===== src/rtl/big_pkg.sv =====
package big_pkg;
  typedef enum logic {ARB_IDLE = 1'b0, ARB_REQ = 1'b1} arb_state_t;

  typedef struct packed {
    logic lock;
    logic last;
  } lock_flags_t;
endpackage


===== src/rtl/big_req_fifo.sv =====
module big_req_fifo #(
  parameter int DATA_W = 8,
  parameter int DEPTH  = 4,
  localparam int AW    = (DEPTH > 1) ? $clog2(DEPTH) : 1,
  localparam int CW    = $clog2(DEPTH + 1)
) (
  input  logic                clk,
  input  logic                rst_n,
  input  logic                push,
  input  logic [DATA_W-1:0]   push_data,
  input  big_pkg::lock_flags_t push_flags,
  input  logic                pop,
  output logic                full,
  output logic                has_head,
  output logic [DATA_W-1:0]   head_data,
  output big_pkg::lock_flags_t head_flags,
  output logic [CW-1:0]       fill
);
  logic [DATA_W-1:0]    data_mem [DEPTH];
  big_pkg::lock_flags_t flag_mem [DEPTH];
  logic [AW-1:0]        wr_ptr, rd_ptr;
  logic                 do_push, do_pop;

  assign full     = (fill == CW'(DEPTH));
  assign has_head = (fill != '0);
  assign do_push  = push && !full;
  assign do_pop   = pop && has_head;

  assign head_data  = data_mem[rd_ptr];
  assign head_flags = flag_mem[rd_ptr];

  function automatic logic [AW-1:0] bump(input logic [AW-1:0] p);
    return (p == AW'(DEPTH - 1)) ? '0 : p + AW'(1);
  endfunction

  always_ff @(posedge clk) begin
    if (do_push) begin
      data_mem[wr_ptr] <= push_data;
      flag_mem[wr_ptr] <= push_flags;
    end
  end

  always_ff @(posedge clk or negedge rst_n) begin
    if (!rst_n) begin
      wr_ptr <= '0;
      rd_ptr <= '0;
      fill   <= '0;
    end else begin
      if (do_push) wr_ptr <= bump(wr_ptr);
      if (do_pop)  rd_ptr <= bump(rd_ptr);
      case ({do_push, do_pop})
        2'b10:   fill <= fill + CW'(1);
        2'b01:   fill <= fill - CW'(1);
        default: fill <= fill;
      endcase
    end
  end
endmodule


===== src/rtl/big_arb_fsm.sv =====
module big_arb_fsm (
  input  logic clk,
  input  logic rst_n,
  input  logic binit_hit,
  input  logic has_head,
  input  logic lock_q,
  output logic arb_req,
  output logic breq_n
);
  import big_pkg::*;
  arb_state_t state_q, state_d;

  always_comb begin
    state_d = state_q;
    if (binit_hit) begin
      state_d = ARB_IDLE;
    end else begin
      unique case (state_q)
        ARB_IDLE: if (has_head) state_d = ARB_REQ;
        ARB_REQ:  if (!has_head && !lock_q) state_d = ARB_IDLE;
        default:  state_d = ARB_IDLE;
      endcase
    end
  end

  always_ff @(posedge clk or negedge rst_n) begin
    if (!rst_n) state_q <= ARB_IDLE;
    else        state_q <= state_d;
  end

  assign arb_req = (state_q == ARB_REQ);
  assign breq_n  = !arb_req;
endmodule


===== src/rtl/big_lock_track.sv =====
module big_lock_track (
  input  logic                 clk,
  input  logic                 rst_n,
  input  logic                 binit_hit,
  input  logic                 fire,
  input  big_pkg::lock_flags_t head_flags,
  output logic                 lock_q
);
  always_ff @(posedge clk or negedge rst_n) begin
    if (!rst_n)                        lock_q <= 1'b0;
    else if (binit_hit)                lock_q <= 1'b0;
    else if (fire && head_flags.lock)  lock_q <= !head_flags.last;
  end
endmodule


===== src/rtl/bus_issue_gate.sv =====
module bus_issue_gate #(
  parameter int DATA_W = 8,
  parameter int DEPTH  = 4,
  localparam int CW    = $clog2(DEPTH + 1)
) (
  input  logic              clk,
  input  logic              rst_n,
  input  logic              cfg_observe,
  input  logic              cfg_drive,
  input  logic              enq_valid,
  output logic              enq_ready,
  input  logic [DATA_W-1:0] enq_data,
  input  logic              enq_lock,
  input  logic              enq_last,
  input  logic              grant,
  output logic              breq_n,
  input  logic              stall_n,
  input  logic              prio_n,
  input  logic              binit_n,
  input  logic              fault,
  output logic              binit_out_n,
  output logic              iss_valid,
  output logic [DATA_W-1:0] iss_data,
  output logic              iss_lock,
  output logic              iss_last
);
  import big_pkg::*;

  logic              obs_q, drv_q;
  logic              binit_hit, fire, full, has_head, lock_q, arb_req;
  logic [DATA_W-1:0] head_data;
  lock_flags_t       head_flags, push_flags;
  logic [CW-1:0]     fill;
  logic              cont_ok, pass_prio;

  // configuration taken while reset is held, frozen afterwards
  always_ff @(posedge clk) begin
    if (!rst_n) begin
      obs_q <= cfg_observe;
      drv_q <= cfg_drive;
    end
  end

  assign binit_hit = obs_q && !binit_n;
  assign cont_ok   = lock_q && head_flags.lock;
  assign pass_prio = prio_n || cont_ok;
  // recovery, then stall, then priority, then normal issue
  assign fire = !binit_hit && stall_n && pass_prio && arb_req && grant && has_head;

  assign push_flags = '{lock: enq_lock, last: enq_last};
  assign enq_ready  = !full;

  big_req_fifo #(.DATA_W(DATA_W), .DEPTH(DEPTH)) u_fifo (
    .clk        (clk),
    .rst_n      (rst_n),
    .push       (enq_valid),
    .push_data  (enq_data),
    .push_flags (push_flags),
    .pop        (fire),
    .full       (full),
    .has_head   (has_head),
    .head_data  (head_data),
    .head_flags (head_flags),
    .fill       (fill)
  );

  big_arb_fsm u_arb (
    .clk       (clk),
    .rst_n     (rst_n),
    .binit_hit (binit_hit),
    .has_head  (has_head),
    .lock_q    (lock_q),
    .arb_req   (arb_req),
    .breq_n    (breq_n)
  );

  big_lock_track u_lock (
    .clk        (clk),
    .rst_n      (rst_n),
    .binit_hit  (binit_hit),
    .fire       (fire),
    .head_flags (head_flags),
    .lock_q     (lock_q)
  );

  always_ff @(posedge clk or negedge rst_n) begin
    if (!rst_n) begin
      iss_valid   <= 1'b0;
      iss_data    <= '0;
      iss_lock    <= 1'b0;
      iss_last    <= 1'b0;
      binit_out_n <= 1'b1;
    end else begin
      iss_valid   <= fire;
      binit_out_n <= !(drv_q && fault);
      if (fire) begin
        iss_data <= head_data;
        iss_lock <= head_flags.lock;
        iss_last <= head_flags.last;
      end
    end
  end
endmodule


===== config.mk =====
export PLATFORM = sky130hd
export DESIGN_NAME = bus_issue_gate
export DESIGN_NICKNAME = d
export VERILOG_FILES = /design/src/rtl/big_pkg.sv /design/src/rtl/big_req_fifo.sv /design/src/rtl/big_arb_fsm.sv /design/src/rtl/big_lock_track.sv /design/src/rtl/bus_issue_gate.sv
export SDC_FILE = /design/constraint.sdc
export NUM_CORES = 1
export LEC_CHECK = 0
export BUFFER_PORTS_ARGS = -buffer_cell sky130_fd_sc_hd__buf_2
export CELL_PAD_IN_SITES_DETAIL_PLACEMENT = 2
export CELL_PAD_IN_SITES_GLOBAL_PLACEMENT = 2
export CORE_ASPECT_RATIO = 2
export CORE_MARGIN = 2
export CORE_UTILIZATION = 35
export DETAILED_ROUTE_END_ITERATION = 8
export PLACE_DENSITY = 0.77
export SLEW_MARGIN = 20
export SYNTH_ARGS = -nofsm -noshare
export SYNTH_HDL_FRONTEND = slang
export SYNTH_SLANG_ARGS = --single-unit

===== constraint.sdc =====
create_clock -name clk -period 3.5 [get_ports clk]
set_clock_uncertainty 0.15 [all_clocks]
set_input_delay 0.35 -clock clk [delete_from_list [all_inputs] [get_ports clk]]
set_output_delay 0.35 -clock clk [all_outputs]
set_load 0.01 [all_outputs]

==> metrics.csv <==
metric,value,unit
finalCoreUtilization,45.1,%
routabilityCongestion,0.708,
total_number_of_vias,1333,
globalRouteTotalUtil,16.5,%
ys_seq_area_share,70.9,%
peakVddDrop,0.416,mV
num-nets-final,206,
grt_max_degree,23,
design.core.area,6940,um2
drt_first_pass_iters,4,
synth_warnings,0,
drt-vias-per-instance,4.86,
timing.critical_path.arrival,3.08,ns
category_of_the_worst_setup_path_capture_point,register,
setup-violations-final,0,
clkTransAtPathRegs,0.05,ns
die_area,7940,um2
syn_inst,134,
instances_no_fill,274,
worst_r2r_startpoint,u_fifo.rd_ptr[1]$_DFFE_PN0P_,
grt_setup_unrepaired,false,
drc_errors,0,
final.min_clock_period,2.99,ns
highest_delay_cell_along_the_critical_path,sky130_fd_sc_hd__dfrtp_1,
critPathMaxFanout,12,
critical_path.startpoint,u_fifo.rd_ptr[1]$_DFFE_PN0P_,
r2r.worst_path.cells,9,
max_freq,334,MHz
grt.busiest_layer,met2,
cp-start-kind,register,
port_buffers,33,
grt_util_met3,4.34,%
worst_r2r_dst,u_fifo.fill[2]$_DFFE_PN0P_,
start_util,36.3,%
grt.met1_usage,16.8,%
totalNegativeSetupSlack,0,ns
final_layout_size_suffix_gt1_share,38.0,%
placed_cells_incl_taps,256,
total_power,2.78,mW
die_height,124,um
cts-root-to-sink-buffers,2,
timing_max_transition_violations_final,0,
r2r_slack,0.51,ns
dieWidth,64.0,um
crit_path_to,u_fifo.fill[2]$_DFFE_PN0P_,
power.density_cell_area,887,nW/um2
timing.max_slew.rel_slack,61.2,%
diodes,0,
grt.met2_usage,30.2,%
period_share,85.5,%
category_of_the_most_critical_setup_path,reg2reg,
grt_remaining_overflow,0,
outcome,finished clean,
htreeDepth,3,
synth_nets,161,
finalHoldViolations,0,
postCtsSetupBuffers,0,
cts_tree,done,
leakage,1.26,nW
worst_min_delay_path_category,in2reg,
clock_sink_count,63,
cp_data_required_time,3.59,ns
timing.hold.ws,0.0510,ns
via_count_of_the_first_global_routing_pass,1625,
grt_first_pass_wirelength,9.10,mm
synth.avg_cell_area,18.8,um2
synth.cell_area,2520,um2
hpwl,4.01,mm
route.antenna.remaining_nets,0,
placementRows,43,
root_buffer_selected_by_cts,sky130_fd_sc_hd__clkbuf_16,
worst_slew_pin_slew,0.583,ns
cts-buffers-inserted,9,
hold_depth,1,
max-cap-violations,0,
routed_wirelength,5.72,mm
clk-insertion-delay-late,0.33,ns
wire_per_inst,20.9,um
iteration_0_drc_markers,29,
worst_path_cell_trace,mux4_2 -> a21oi_2 -> nor2_2 -> buf_4 -> ha_1 -> fa_1 -> xnor2_1 -> nor2_1 -> xor2_1,
initial_antenna_violation_count,0,
i_o_pins,34,
synth_seq_cells,63,
cpPeakStageDelay,0.68,ns
synthDistinctLibCells,33,
syn_to_final_growth,24.2,%
## routing by layer
metal  up-vias  share of wire, %
met5         -                 0
met4         0               1.5
met3         7               3.9
met2        36                59
met1       693                36
li1        597                 -
## how the worst min path moves through the flow
| stage | to | slack [ns] | startpoint |
|---|---|---|---|
| floorplan | iss_data[0]$_DFFE_PN0N_ | -0.1 | rst_n |
| global placement | iss_data[7]$_DFFE_PN0N_ | 0.19 | rst_n |
| detailed placement | iss_data[0]$_DFFE_PN0N_ | 0.21 | rst_n |
| CTS | drv_q$_DFFE_PN_ | 0.04 | cfg_drive |
| global route | drv_q$_DFFE_PN_ | 0.04 | cfg_drive |
| finish | drv_q$_DFFE_PN_ | 0.05 | cfg_drive |
## cell usage after synthesis
cell type / instances / area, um2
sky130_fd_sc_hd__nor2_1: 6 / 22.5
sky130_fd_sc_hd__xor2_1: 1 / 8.76
sky130_fd_sc_hd__inv_1: 7 / 26.3
sky130_fd_sc_hd__mux4_1: 1 / 26.3
sky130_fd_sc_hd__a21oi_2: 1 / 8.76
sky130_fd_sc_hd__mux4_2: 9 / 203
sky130_fd_sc_hd__and3_1: 5 / 31.3
sky130_fd_sc_hd__fa_1: 1 / 20.0
sky130_fd_sc_hd__nor2_2: 1 / 6.26
sky130_fd_sc_hd__nand3_1: 1 / 5.00
sky130_fd_sc_hd__ha_1: 6 / 75.1
sky130_fd_sc_hd__nand2b_1: 1 / 6.26
sky130_fd_sc_hd__nor2b_1: 1 / 6.26
sky130_fd_sc_hd__xnor2_1: 2 / 17.5
sky130_fd_sc_hd__o21ai_1: 2 / 10.0
sky130_fd_sc_hd__a21oi_1: 1 / 5.00
sky130_fd_sc_hd__dfstp_2: 1 / 26.3
sky130_fd_sc_hd__buf_2: 1 / 5.00
sky130_fd_sc_hd__mux2_1: 3 / 33.8
sky130_fd_sc_hd__o41ai_1: 1 / 8.76
sky130_fd_sc_hd__clkbuf_1: 1 / 3.75
sky130_fd_sc_hd__edfxtp_1: 42 / 1260
sky130_fd_sc_hd__mux2_4: 9 / 135
sky130_fd_sc_hd__buf_6: 1 / 11.3
sky130_fd_sc_hd__nand4_1: 1 / 6.26
sky130_fd_sc_hd__dfrtp_1: 20 / 500
sky130_fd_sc_hd__and2_1: 1 / 6.26
sky130_fd_sc_hd__nor3_1: 1 / 5.00
sky130_fd_sc_hd__o21ai_0: 1 / 5.00
sky130_fd_sc_hd__mux2i_1: 1 / 10.0
sky130_fd_sc_hd__mux2_2: 1 / 11.3
sky130_fd_sc_hd__or3_1: 1 / 6.26
sky130_fd_sc_hd__nand2_1: 2 / 7.51
## sequential cells by signal (all words and copies together) (netlist names), 2 cells and up
register	flops
u_fifo.data_mem	32
u_fifo.rd_ptr	2
u_fifo.flag_mem	8
u_fifo.fill	3
iss_data	8
u_fifo.wr_ptr	2
## where the power goes
group	switching, mW	leakage [nW]	internal, mW	total (mW)
combinational	0.336	0.470	0.343	0.679
sequential	0.138	0.640	1.01	1.15
clock	0.305	0.150	0.643	0.948
## metrics by stage
step | instance area, um2 | setup slack, ns
2_1_floorplan | 2520 | 0.966
3_3_place_gp | 2790 | 0.772
3_5_place_dp | 2790 | 0.505
4_1_cts | 3130 | 0.418
5_1_grt | 3130 | 0.270
6_report | 3130 | 0.506
## final cells by class
cell class / instances / area (um2)
clock buffers: 13 / 250
clock inverters: 3 / 67.6
fillers: 637 / 3810
inverters: 7 / 26.3
multi-input cells: 61 / 687
flip-flops and latches: 63 / 1790
well taps: 90 / 113
repair buffers: 37 / 200
## critical path, delay by kind of cell (launching register included)
family | cells | cell delay (ns)
compound gates | 1 | 0.28
xor+xnor | 2 | 0.34
fa+ha+maj | 2 | 0.65
buf+inv | 1 | 0.21
flops | 1 | 0.68
mux | 1 | 0.42
simple gates | 2 | 0.19
## what timing repair did
action,4_1_cts,5_1_grt
hold endpoints to repair,21,0
hold buffers,2,0
resized for setup,0,0
## logic make-up (layout without fill, tap and decap cells)
kind of cell | count (synthesis) | after routing | share of synthesized area (%)
AO/OA/AOI/OAI | 6 | 6 | 1.49
XOR/XNOR | 3 | 3 | 1.04
adder cells (fa/ha/maj) | 7 | 7 | 3.77
buffers and inverters | 10 | 60 | 1.84
flip-flops | 63 | 63 | 70.9
multiplexers | 24 | 24 | 16.6
AND/OR/NAND/NOR | 21 | 21 | 4.32
## cell usage in the layout, fill, tap and decap left out, types with 2 or more instances in the layout
cell type | netlist | final
sky130_fd_sc_hd__nand2_1 | 2 | 2
sky130_fd_sc_hd__mux4_2 | 9 | 9
sky130_fd_sc_hd__buf_2 | 1 | 33
sky130_fd_sc_hd__o21ai_1 | 2 | 2
sky130_fd_sc_hd__and3_1 | 5 | 5
sky130_fd_sc_hd__dlygate4sd3_1 | 0 | 2
sky130_fd_sc_hd__ha_1 | 6 | 6
sky130_fd_sc_hd__bufinv_16 | 0 | 2
sky130_fd_sc_hd__dfrtp_1 | 20 | 20
sky130_fd_sc_hd__clkbuf_1 | 1 | 3
sky130_fd_sc_hd__xnor2_1 | 2 | 2
sky130_fd_sc_hd__buf_4 | 0 | 2
sky130_fd_sc_hd__clkbuf_16 | 0 | 9
sky130_fd_sc_hd__mux2_4 | 9 | 9
sky130_fd_sc_hd__nor2_1 | 6 | 6
sky130_fd_sc_hd__mux2_1 | 3 | 3
sky130_fd_sc_hd__edfxtp_1 | 42 | 42
sky130_fd_sc_hd__inv_1 | 7 | 7
No activity file was read; power rests on OpenSTA's default activity.
